<file path="config.mk">
export PLATFORM = sky130hd
export DESIGN_NAME = pwr_part_ctrl
export DESIGN_NICKNAME = d
export VERILOG_FILES = /design/src/rtl/pgc_pkg.sv /design/src/rtl/pgc_decode.sv /design/src/rtl/pgc_seq.sv /design/src/rtl/pgc_bank.sv /design/src/rtl/pwr_part_ctrl.sv
export SDC_FILE = /design/constraint.sdc
export NUM_CORES = 1
export LEC_CHECK = 0
export ABC_CLOCK_PERIOD_IN_PS = 2250
export BUFFER_PORTS_ARGS = -buffer_cell sky130_fd_sc_hd__buf_2
export CORE_MARGIN = 1
export CORE_UTILIZATION = 51
export DETAILED_ROUTE_END_ITERATION = 7
export GPL_TIMING_DRIVEN = 0
export HOLD_SLACK_MARGIN = 0.03
export PLACE_DENSITY = 0.81
export SYNTH_ARGS = -nofsm -noshare
export SYNTH_HDL_FRONTEND = slang
export SYNTH_SLANG_ARGS = --single-unit
</file>
<file path="constraint.sdc">
create_clock -name clk -period 2.25 [get_ports clk]
set_input_delay 0.3375 -clock clk [delete_from_list [all_inputs] [get_ports clk]]
set_output_delay 0.3375 -clock clk [all_outputs]
set_load 0.02 [all_outputs]
</file>
<file path="src/rtl/pgc_pkg.sv">
package pgc_pkg;
    localparam int REG_ADDR_W  = 8;
    localparam int IDX_FIELD_W = 8;
    localparam int START_BIT   = 8;

    localparam logic [REG_ADDR_W-1:0] OFS_TOGGLE = 8'h30;
    localparam logic [REG_ADDR_W-1:0] OFS_CLAMP  = 8'h34;
    localparam logic [REG_ADDR_W-1:0] OFS_STATUS = 8'h38;

    typedef enum logic [1:0] {
        ST_IDLE   = 2'd0,
        ST_SETTLE = 2'd1,
        ST_COMMIT = 2'd2
    } seq_state_e;
endpackage

</file>
<file path="src/rtl/pgc_decode.sv">
module pgc_decode
    import pgc_pkg::*;
#(
    parameter int NUM_PART = 32,
    parameter int DATA_W   = 32,
    parameter int SWAP_A   = 2,
    parameter int SWAP_B   = 3
) (
    input  logic                   reg_wr,
    input  logic [REG_ADDR_W-1:0]  reg_addr,
    input  logic [DATA_W-1:0]      reg_wdata,
    input  logic [NUM_PART-1:0]    pwr_state,
    output logic                   tog_req,
    output logic [IDX_FIELD_W-1:0] tog_idx,
    output logic [NUM_PART-1:0]    rel_mask,
    output logic [DATA_W-1:0]      reg_rdata
);
    localparam logic [IDX_FIELD_W:0] PART_LIMIT = (IDX_FIELD_W+1)'(NUM_PART);

    logic clamp_wr;
    logic idx_ok;

    assign tog_idx  = reg_wdata[IDX_FIELD_W-1:0];
    assign idx_ok   = ({1'b0, tog_idx} < PART_LIMIT);
    assign tog_req  = reg_wr && (reg_addr == OFS_TOGGLE) && reg_wdata[START_BIT] && idx_ok;
    assign clamp_wr = reg_wr && (reg_addr == OFS_CLAMP);

    // release mask with the two crossed partitions
    for (genvar n = 0; n < NUM_PART; n++) begin : g_rel
        if (n == SWAP_A) begin : g_sa
            assign rel_mask[n] = clamp_wr && reg_wdata[SWAP_B];
        end else if (n == SWAP_B) begin : g_sb
            assign rel_mask[n] = clamp_wr && reg_wdata[SWAP_A];
        end else begin : g_pl
            assign rel_mask[n] = clamp_wr && reg_wdata[n];
        end
    end

    always_comb begin
        reg_rdata = '0;
        if (reg_addr == OFS_STATUS) begin
            reg_rdata[NUM_PART-1:0] = pwr_state;
        end
    end
endmodule

</file>
<file path="src/rtl/pgc_seq.sv">
module pgc_seq
    import pgc_pkg::*;
#(
    parameter int SETTLE_CYC = 4
) (
    input  logic                   clk,
    input  logic                   rst_n,
    input  logic                   tog_req,
    input  logic [IDX_FIELD_W-1:0] tog_idx,
    output logic                   flip,
    output logic [IDX_FIELD_W-1:0] flip_idx
);
    localparam int CNT_W = $clog2(SETTLE_CYC + 1);
    localparam logic [CNT_W-1:0] CNT_LOAD = CNT_W'(SETTLE_CYC - 1);

    seq_state_e             state_q, state_d;
    logic [CNT_W-1:0]       cnt_q, cnt_d;
    logic [IDX_FIELD_W-1:0] idx_q, idx_d;

    always_comb begin
        state_d = state_q;
        cnt_d   = cnt_q;
        idx_d   = idx_q;
        unique case (state_q)
            ST_IDLE: begin
                if (tog_req) begin          // accept
                    state_d = ST_SETTLE;
                    cnt_d   = CNT_LOAD;
                    idx_d   = tog_idx;
                end
            end
            ST_SETTLE: begin
                if (cnt_q == '0) begin      // settled
                    state_d = ST_COMMIT;
                end else begin
                    cnt_d = cnt_q - CNT_W'(1);
                end
            end
            ST_COMMIT: begin
                state_d = ST_IDLE;          // done
            end
            default: state_d = ST_IDLE;
        endcase
    end

    always_ff @(posedge clk or negedge rst_n) begin
        if (!rst_n) begin
            state_q <= ST_IDLE;
            cnt_q   <= '0;
            idx_q   <= '0;
        end else begin
            state_q <= state_d;
            cnt_q   <= cnt_d;
            idx_q   <= idx_d;
        end
    end

    always_comb begin
        flip     = (state_q == ST_COMMIT);
        flip_idx = idx_q;
    end

    AST_IDX_HELD_BUSY: assert property (@(posedge clk) disable iff (!rst_n)
        (state_q != ST_IDLE) |=> $stable(idx_q));
    AST_COMMIT_ONE_CYCLE: assert property (@(posedge clk) disable iff (!rst_n)
        (state_q == ST_COMMIT) |=> (state_q == ST_IDLE));
endmodule

</file>
<file path="src/rtl/pgc_bank.sv">
module pgc_bank
    import pgc_pkg::*;
#(
    parameter int NUM_PART = 32
) (
    input  logic                   clk,
    input  logic                   rst_n,
    input  logic                   flip,
    input  logic [IDX_FIELD_W-1:0] flip_idx,
    input  logic [NUM_PART-1:0]    rel_mask,
    output logic [NUM_PART-1:0]    pwr_en,
    output logic [NUM_PART-1:0]    clamp
);
    for (genvar n = 0; n < NUM_PART; n++) begin : g_part
        logic hit;
        logic pwr_q;
        logic clamp_q;

        assign hit = flip && (flip_idx == IDX_FIELD_W'(n));

        always_ff @(posedge clk or negedge rst_n) begin
            if (!rst_n) begin
                pwr_q   <= 1'b0;
                clamp_q <= 1'b1;
            end else begin
                if (hit) begin
                    pwr_q <= ~pwr_q;
                end
                if (hit && pwr_q) begin
                    clamp_q <= 1'b1;
                end else if (rel_mask[n]) begin
                    clamp_q <= 1'b0;
                end
            end
        end

        assign pwr_en[n] = pwr_q;
        assign clamp[n]  = clamp_q;
    end

    AST_SINGLE_FLIP: assert property (@(posedge clk) disable iff (!rst_n)
        $countones(pwr_en ^ $past(pwr_en)) <= 1);
    AST_FLIP_NEEDS_COMMIT: assert property (@(posedge clk) disable iff (!rst_n)
        (pwr_en != $past(pwr_en)) |-> $past(flip));
    AST_OFF_RECLAMPS: assert property (@(posedge clk) disable iff (!rst_n)
        (($past(pwr_en) & ~pwr_en) != '0) |-> ((($past(pwr_en) & ~pwr_en) & ~clamp) == '0));
endmodule

</file>
<file path="src/rtl/pwr_part_ctrl.sv">
module pwr_part_ctrl
    import pgc_pkg::*;
#(
    parameter int NUM_PART   = 32,
    parameter int DATA_W     = 32,
    parameter int SETTLE_CYC = 4,
    parameter int SWAP_A     = 2,
    parameter int SWAP_B     = 3
) (
    input  logic                  clk,
    input  logic                  rst_n,
    input  logic                  reg_wr,
    input  logic [REG_ADDR_W-1:0] reg_addr,
    input  logic [DATA_W-1:0]     reg_wdata,
    output logic [DATA_W-1:0]     reg_rdata,
    output logic [NUM_PART-1:0]   part_pwr_en,
    output logic [NUM_PART-1:0]   part_clamp
);
    logic                   tog_req;
    logic [IDX_FIELD_W-1:0] tog_idx;
    logic [NUM_PART-1:0]    rel_mask;
    logic                   flip;
    logic [IDX_FIELD_W-1:0] flip_idx;

    pgc_decode #(
        .NUM_PART (NUM_PART),
        .DATA_W   (DATA_W),
        .SWAP_A   (SWAP_A),
        .SWAP_B   (SWAP_B)
    ) u_decode (
        .reg_wr    (reg_wr),
        .reg_addr  (reg_addr),
        .reg_wdata (reg_wdata),
        .pwr_state (part_pwr_en),
        .tog_req   (tog_req),
        .tog_idx   (tog_idx),
        .rel_mask  (rel_mask),
        .reg_rdata (reg_rdata)
    );

    pgc_seq #(
        .SETTLE_CYC (SETTLE_CYC)
    ) u_seq (
        .clk      (clk),
        .rst_n    (rst_n),
        .tog_req  (tog_req),
        .tog_idx  (tog_idx),
        .flip     (flip),
        .flip_idx (flip_idx)
    );

    pgc_bank #(
        .NUM_PART (NUM_PART)
    ) u_bank (
        .clk      (clk),
        .rst_n    (rst_n),
        .flip     (flip),
        .flip_idx (flip_idx),
        .rel_mask (rel_mask),
        .pwr_en   (part_pwr_en),
        .clamp    (part_clamp)
    );
endmodule

</file>
* Word level (Yosys, flattened, before mapping)
Index checks and enable logic that the tools add are counted.
Storage, ports and cells: register bits after elaboration 77, bits in latches 0, bits in writable memories 0, ROM bits 0, input port bits 43, output and inout bits 96, word-level logic and storage cells 350, memories 0
Operators by class: add/sub/neg operators 1, multiply operators 0, div/mod/pow operators 0, $lt $le $gt $ge 1, eq/ne operators 39, shifts and indexed selects 0, muxes and demuxes 71, bitwise gates (word level) 32, reduce and logical (&&, ||, !) cells 139
Operators by type and width (count):
- $eq A8 B5 Y1 const B | 16
- $logic_and A1 B1 Y1 | 100
- $reduce_bool A2 Y1 | 33
- $eq A8 B4 Y1 const B | 8
- $mux W1 | 64
- $eq A8 B3 Y1 const B | 4
- $mux W32 | 1
- $not A1 Y1 | 32
- $eq A8 B6 Y1 const B | 3
- $eq A8 B2 Y1 const B | 2
- $eq A8 B1 Y1 const B | 1
- $logic_not A8 Y1 | 1
- $lt A8 B6 Y1 const B | 1
- $mux W3 | 2
- $pmux W3 S2 | 1
- $mux W2 | 2
- $ne A2 B2 Y1 const B | 2
- $pmux W2 S2 | 1
- $reduce_and A2 Y1 | 2
- $logic_not A3 Y1 | 1
- $reduce_and A3 Y1 | 1
- $sub A3 B1 Y3 const B | 1
- $eq A2 B1 Y1 const B | 1
- $eq A2 B2 Y1 const B | 1
- other kinds (2) | 2

* Depth between registers and ports, before layout
Gate-level depths: netlist of run 1.
depth in word-level cells 6, depth in mapped cells 6

* Cells and area by module
From an unflattened synthesis of run 1, not the netlist that was laid out.
Unflattened totals: cell total of the unflattened synthesis 436, area total of the unflattened synthesis 4355.4 sq um
Modules (own cells, without submodules):
- pgc_bank | instances 1, cells each 305, area an instance 3160.5 sq um, seq. area each 1641.6 sq um
- pgc_decode | instances 1, cells each 89, area an instance 608.1 sq um, seq. area each 0.0 sq um
- pgc_seq | instances 1, cells each 42, area an instance 586.8 sq um, seq. area each 325.3 sq um

* Worst setup path after synthesis of run 1
Ideal clock, no wire load.
path kind reg-to-reg, start point register u_seq.state_q[0], end point register u_seq.idx_q[0] (netlist: u_seq.flip_idx[0]), library setup time 0.125 ns, arrival time 1.820 ns, data required time 2.125 ns, path slack 0.305 ns, cell stages (with the launch flop) 4, path buffers 0, period minus slack after synthesis 1.945 ns, path through dfrtp_1 > or4_2 > nor4_4 > mux2_2
On the way: word-level cells in the longest chain between the ends 2
RTL lines:
- start, declared | RTL line pgc_seq.sv:16 | seq_state_e state_q, state_d;
- start signal, assigned | RTL line pgc_seq.sv:52 | state_q <= state_d;
- $logic_not A2 Y1 | RTL line pgc_seq.sv:24 | unique case (state_q)
- $reduce_and A2 Y1 (no source line)
- end signal, assigned | RTL line pgc_seq.sv:54 | idx_q <= idx_d;
- end, declared | RTL line pgc_seq.sv:18 | logic [IDX_FIELD_W-1:0] idx_q, idx_d;
Every way passes these cells. A chain may end at the register's enable or synchronous reset.

* Worst setup path after layout of run 1
start point register u_seq.state_q[0], end point register u_seq.idx_q[2] (netlist: u_seq.flip_idx[2])
Same word-level chain as after synthesis.

==> implementation parameters, run 1 <==
Parameter                              Value

Floorplan
  Starting Density    53.5%
  Area of the core    7850 µm²
  Die Footprint    8600 µm²
  Die Y-Extent    between 90 and 100 µm
  Row count    32
  IO Count    139
  Chip width    92.7 µm

Final layout
  Fill cell total of the finished layout    620
  FF/Latch Area    around 2000 µm²
  Inserted Diodes    0
  Final Util    67.6%
  Net total in the final layout    around 630
  Synthesis-to-finish area growth    26.3%
  Layout cell share with drive strength beyond 1    45.5%
  Design Area, Final    5300 µm²
  Multi-input gate area    1550 µm²

Critical path
  Worst-path fanout max    7
  Cells traversed along the worst timing path    or4_2, nor4_4, mux2_2
  Worst setup SP type    flip-flop
  Critical Path Sink Type    flip-flop
  Launching instance or port of the critical path    u_seq.state_q[0]$_DFFE_PN0P_
  Length in cells of the worst reg-to-reg path    3
  Family of cells with the greatest summed delay on the critical path    simple AND/OR/NAND/NOR gates
  Critical path buffer and inverter count    0
  Endpoint required time on the critical path    2.48 ns
  Startpoint-to-endpoint class of the critical path    flip-flop to flip-flop
  Number of cells on the critical path    3
  Crit path DAT    ~2.4 ns
  Critical path destination    u_seq.flip_idx[2]$_DFFE_PN0P_
  Source of the worst register-to-register timing path    u_seq.state_q[0]$_DFFE_PN0P_
  CP peak stage delay    between 0.7 and 0.8 ns
  Worst r2r dst    u_seq.flip_idx[2]$_DFFE_PN0P_
  Worst reg-to-reg setup slack    0.07 ns
  Critical-path cell with the highest stage delay    or4_2

Global routing
  Number of global-route vias before repair    3327
  Pin count of the biggest net entering global routing    78
  Remaining global-route overflow    0
  Combined global-route utilization of all metal layers    25.3%
  Initial antenna violation count    0
  First-pass GRT wire length    16600 µm

Pwr
  IR drop worst, VDD    0.334 mV
  LEAKAGE    ~2.5 nW
  Areal power density over the cells    580 nW/µm²

STA
  Highest clock frequency the design can meet    460 MHz
  Period Utilization, post-route    96.7%
  Final setup violating endpoints    0
  Transition time of the tightest slew-check pin    around 0.94 ns
  Maximum clock skew at final layout    0.0103 ns
  Final Hold Fails    0
  Post-layout min period    between 2 and 2.5 ns
  Count of pins over their slew limit    0
  Slew headroom    37.1%

Synthesis
  Synth Cell Area    approximately 4200 µm²
  Register bit count reported by yosys    77
  Synthesized netlist cell count    434
  Syn Nets    479
  Warnings, synthesis    0
  Sequential share of the synthesized area    between 40% and 50%
  Avg Inst Size Synth    9.67 µm²
  Netlist cell types    34

Clocking
  CTS clock-pin slew for the worst setup and hold paths    0.08 ns
  Later-pin clock latency in the skew report    about 0.35 ns
  H-tree depth reported by CTS    3
  TritonCTS clock tree    done
  Cell chosen for the clock root    clkbuf_8
  Post-CTS Repair Setup Buffers    0
  Number of buffers inserted during clock tree synthesis    9
  Maximum buffer depth of the clock tree    2
  Number of hold buffers added after cts    0
  Number of sinks handled by clock tree synthesis    77

Run status
  Result of the run    finished clean

Min path
  Class of the most critical hold timing path    primary input to asynchronous set/reset pin

Drt
  Via density    5.11
  Mean routed wirelength per cell    15.5 µm
  Post-DRT Antenna Nets    0
  Number of violations reported at the end of detailed-routing iteration 0    approximately 210
  First-pass detailed-route iteration total    5
  Drc violations    0
  Vias after detailed routing    ~3500
  DRT Wirelength    between 10000 and 15000 µm

Job
  Max Cap Violations    0

Placement
  Final HPWL DP    7850 µm
  DP Area    5010 µm²
  Last weighted congestion value of the routability-driven placer    0.895
  Count of input and output buffers    about 140
per-stage QoR:
stage               std cells  power [mW]  hold slack [ns]  worst slack (ns)   TNS, ns
global placement          673        1.73            0.472            -0.352     -6.79
finish                    689        3.08            0.125            0.0743         0
detailed placement        673        1.74            0.482            -0.364     -7.67
floorplan                 434        1.62           0.0419             0.305         0
global route              689        3.18            0.198          -0.00627  -0.00627
CTS                       689        3.09            0.157            0.0473         0
cells in the mapped netlist, drive strengths merged:
cell	number	area share, %
buf	71	12
dfrtp	45	27
and2	38	5.7
inv	35	3.1
o31ai	33	5.9
dfstp	32	20
nand2	32	2.9
o21ai	32	3.8
xnor2	32	6.7
nand4	18	2.7
clkbuf	16	1.4
nand3	14	1.7
mux2	5	1.3
nor2	5	0.45
nor2b	5	0.75
nor4	3	0.80
ha	2	0.60
nand2b	2	0.30
nor4b	2	0.42
or4	2	0.48
a21oi	1	0.12
a22oi	1	0.18
and3b	1	0.24
and4b	1	0.24
nand4bb	1	0.27
nor3b	1	0.18
nor4bb	1	0.24
or2	1	0.15
or3b	1	0.21
or4b	1	0.24
cell families (layout without fill, tap and decap cells):
| logic type | count (synthesis) | after routing | share of synthesized area, % |
|---|---|---|---|
| mux | 5 | 5 | 1.34 |
| flops | 77 | 77 | 46.9 |
| fa+ha+maj | 2 | 2 | 0.596 |
| buf+inv | 122 | 275 | 16.7 |
| xor+xnor | 32 | 32 | 6.68 |
| simple gates | 129 | 129 | 17.8 |
| compound gates | 67 | 67 | 10.0 |
how the worst min path moves through the flow:
stage	slack, ns	start	endpoint
floorplan	0.04	rst_n	u_bank.g_part[0].pwr_q$_DFFE_PN0P_
global placement	0.47	u_seq.flip_idx[6]$_DFFE_PN0P_	u_seq.flip_idx[6]$_DFFE_PN0P_
detailed placement	0.48	u_seq.flip_idx[6]$_DFFE_PN0P_	u_seq.flip_idx[6]$_DFFE_PN0P_
CTS	0.16	rst_n	u_bank.g_part[23].pwr_q$_DFFE_PN0P_
global route	0.20	rst_n	u_bank.g_part[23].pwr_q$_DFFE_PN0P_
finish	0.12	rst_n	u_bank.g_part[23].pwr_q$_DFFE_PN0P_
layer usage:
metal  vias to the layer above  GRT usage (%)  wire [µm]
li1                       1676              -          -
met3                        13           4.76        650
met1                      1697           32.4       4490
met5                         -              0          0
met2                       138           44.1       5400
met4                         0           6.15        125
cells in the final DEF, fill, tap and decap left out, drive strengths merged, types with 14 or more instances in the layout:
| master | instances |
|---|---|
| and2 | 38 |
| buf | 208 |
| clkbuf | 25 |
| dfrtp | 45 |
| dfstp | 32 |
| inv | 35 |
| nand2 | 32 |
| nand3 | 14 |
| nand4 | 18 |
| o21ai | 32 |
| o31ai | 33 |
| xnor2 | 32 |
power by group:
group	internal, mW	switching, mW
registers	1.44	0.0202
logic	0.109	0.150
clock network	0.845	0.513
total	2.39	0.683
cell type report:
type                            instances  area share, %
Buffer                                 87           10.9
Clock buffer                            9           2.34
Clock inverter                          7           2.60
Inverter                               35           2.48
Multi-Input combinational cell        235           29.3
Sequential cell                        77           37.1
Tap cell                              102           2.41
Timing Repair Buffer                  137           13.0
registers in the layout, summed over array words and instances (netlist names):
register and flops:
u_bank.g_part.pwr_q 32, u_seq.state_q 2, u_seq.cnt_q 3, u_bank.g_part.clamp_q 32
u_seq.flip_idx 8
repair_timing:
action                     4_1_cts  5_1_grt
hold endpoints to repair         0        0
setup endpoints to repair       30       36
gates resized for setup          5        2
Power figures use the tool's default switching activity.
==> run 2, diff against run 1 <==
--- a/config.mk
+++ b/config.mk
@@ -13,6 +13,7 @@
 export GPL_TIMING_DRIVEN = 0
 export HOLD_SLACK_MARGIN = 0.03
 export PLACE_DENSITY = 0.81
+export RECOVER_POWER = 100
 export SYNTH_ARGS = -nofsm -noshare
 export SYNTH_HDL_FRONTEND = slang
 export SYNTH_SLANG_ARGS = --single-unit
==> run 2 against run 1 <==
Compared with the run above: the flow now finishes with violations (capacitance limit, slew limit); combinational power fell by 3%; wire length rose by 0.95%; utilization fell by 1.1 points; final area fell by 1.6%; die area did not move; via count barely moved; first-iteration DRC count fell by 9.2%; register-to-register slack barely moved; critical path type unchanged; critical endpoint unchanged.
==> implementation parameters, run 2 (synthesis gave the netlist of run 1 again) <==
Parameter                              Value

Floorplan
  Chip width    92.7 µm (unchanged)
  Die Footprint    8600 µm² (unchanged)
  Starting Density    53.5% (unchanged)
  IO Count    139 (unchanged)
  Row count    32 (unchanged)
  Die Y-Extent    92.7 µm (unchanged)
  Area of the core    7850 µm² (unchanged)

STA
  Highest clock frequency the design can meet    458 MHz (-0.46%)
  Least setup slack across all paths after layout    0.0643 ns (-0.0100 ns)
  Post-layout min period    2.19 ns (+0.0100 ns)
  Count of pins over their slew limit    78 (+78)
  Period Utilization, post-route    97.1% (+0.44 points)
  Maximum clock skew at final layout    0.00859 ns (-0.00166 ns)
  Final Hold Fails    0 (unchanged)
  Slew headroom    -23.2% (-60 points)
  Transition time of the tightest slew-check pin    1.85 ns (+0.906 ns)
  Final setup violating endpoints    0 (unchanged)

Clocking
  Maximum buffer depth of the clock tree    2 (unchanged)
  H-tree depth reported by CTS    3 (unchanged)
  Later-pin clock latency in the skew report    0.36 ns (about the same)
  Cell chosen for the clock root    clkbuf_8
  TritonCTS clock tree    done
  CTS clock-pin slew for the worst setup and hold paths    0.07 ns (about the same)
  Number of buffers inserted during clock tree synthesis    9 (unchanged)
  Number of sinks handled by clock tree synthesis    77 (unchanged)

Final layout
  Net total in the final layout    627 (unchanged)
  Commonest cells after routing, fill and taps aside    clkbuf_1 (78), buf_2 (74), buf_4 (64), dfrtp_1 (45), and2_1 (38)
  Fill cell total of the finished layout    653 (+5.3%)
  Most common cell after layout, fill and taps aside    clkbuf_1
  Layout cell share with drive strength beyond 1    34.6% (-11 points)
  Multi-input gate area    1550 µm² (unchanged)
  Inserted Diodes    0 (unchanged)
  FF/Latch Area    1970 µm² (unchanged)
  Synthesis-to-finish area growth    24.4%
  Design Area, Final    5220 µm² (-1.6%)

Critical path
  Crit path DAT    2.43 ns (+0.02 ns)
  Cells traversed along the worst timing path    or4_2, nor4_4, mux2_2
  Critical-path cell with the highest stage delay    or4_2
  Family of cells with the greatest summed delay on the critical path    simple AND/OR/NAND/NOR gates
  Startpoint-to-endpoint class of the critical path    flip-flop to flip-flop
  Endpoint required time on the critical path    2.49 ns (about the same)
  Worst-path fanout max    7 (unchanged)
  Worst setup SP type    flip-flop
  Critical path buffer and inverter count    0 (unchanged)
  Critical Path Sink Type    flip-flop
  CP peak stage delay    0.73 ns (about the same)

Drt
  Post-DRT Antenna Nets    0 (unchanged)
  Drc violations    0 (unchanged)
  First-pass detailed-route iteration total    4 (-1)
  Vias after detailed routing    3521 (-0.085%)
  DRT Wirelength    10800 µm (+0.95%)
  Mean routed wirelength per cell    15.6 µm (+0.95%)
  Number of violations reported at the end of detailed-routing iteration 0    187 (-9.2%)
  Via density    5.11 (about the same)

Global routing
  First-pass GRT wire length    16600 µm (unchanged)
  Combined global-route utilization of all metal layers    25.3% (unchanged)
  Initial antenna violation count    0 (unchanged)
  Pin count of the biggest net entering global routing    78 (unchanged)
  Remaining global-route overflow    0 (unchanged)
  Number of global-route vias before repair    3327 (unchanged)

Placement
  Last weighted congestion value of the routability-driven placer    0.895 (unchanged)
  DP Area    5010 µm² (unchanged)
  Count of input and output buffers    137 (unchanged)
  Final HPWL DP    7850 µm (unchanged)
  Place WS    -0.364 ns (unchanged)

Pwr
  Proportion of power drawn by the clock network    44.3% (+0.2 points)
  Areal power density over the cells    589 nW/µm² (+1.5%)
  Switching share of total power    22.4% (+0.18 points)
  Combinational cell fraction of total power    8.2% (-0.2 points)
  Net switching power figure    688 µW (+0.67%)
  LEAKAGE    2.35 nW (-7.2%)
  IR drop worst, VDD    0.336 mV (+0.65%)
  Sequential share of power    47.5% (about the same)
  Internal Pwr Total    2.38 mW (-0.35%)

Min path
  Class of the most critical hold timing path    primary input to flip-flop

Job
  Max Cap Violations    1 (+1)

Run status
  Violations in the final reports    capacitance limit, slew limit
  Result of the run    finished, violations left
-- run 2: layout make-up --
class / instances / area share, %
Multi-Input combinational cell: 235 / 29.7
Inverter: 35 / 2.52
Clock buffer: 9 / 2.37
Timing Repair Buffer: 137 / 11.6
Tap cell: 102 / 2.44
Sequential cell: 77 / 37.7
Clock inverter: 7 / 2.64
Buffer: 87 / 11.0
-- run 2: power groups by stage --
stage	clock [mW]	combinational [mW]	sequential, mW
final	1.36	0.253	1.46
after global routing	1.43	0.280	1.46
after CTS	1.37	0.262	1.46
after detailed placement	0	0.259	1.48
after global placement	0	0.252	1.48
after floorplan	0	0.147	1.48
-- run 2: per-stage QoR --
step | std cells | TNS, ns | utilization (%) | power, mW | hold slack, ns
5_1_grt | 689 | -0.00624 | 66.5 | 3.17 | 0.245
3_5_place_dp | 673 | -7.67 | 63.9 | 1.74 | 0.482
4_1_cts | 689 | 0 | 67.4 | 3.09 | 0.157
6_report | 689 | 0 | 66.5 | 3.07 | 0.241
3_3_place_gp | 673 | -6.79 | 63.9 | 1.73 | 0.472
2_1_floorplan | 434 | 0 | - | 1.62 | 0.0419
-- run 2: path summary, 6_finish.rpt --
kind                                                  startpoint                                    end  slack, ns  depth (start not counted)
min reg2reg                u_bank.g_part[18].clamp_q$_DFFE_PN1P_  u_bank.g_part[18].clamp_q$_DFFE_PN1P_       0.50                          2
min in group asynchronous                                  rst_n    u_bank.g_part[23].pwr_q$_DFFE_PN0P_       0.48                          1
max reg2reg                         u_seq.state_q[0]$_DFFE_PN0P_          u_seq.flip_idx[2]$_DFFE_PN0P_       0.06                          3
max in group asynchronous                                  rst_n          u_seq.flip_idx[4]$_DFFE_PN0P_       0.67                          1
max                                 u_seq.state_q[0]$_DFFE_PN0P_          u_seq.flip_idx[2]$_DFFE_PN0P_       0.06                          3
min                                                 reg_wdata[1]          u_seq.flip_idx[1]$_DFFE_PN0P_       0.24                          2
-- run 2: routing by layer --
metal | routed length (µm) | GRT usage, % | vias to the layer above
met3 | 601 | 4.76 | 12
met1 | 4590 | 32.4 | 1705
li1 | - | - | 1675
met5 | 0 | 0 | -
met2 | 5480 | 44.1 | 129
met4 | 93 | 6.15 | 0
-- run 2: what timing repair did --
| action | CTS | global route |
|---|---|---|
| resized for setup | 5 | 2 |
| setup endpoints to repair | 30 | 36 |
| setup buffers | 0 | 0 |
| gates cloned | 0 | 0 |
| hold buffers | 0 | 0 |
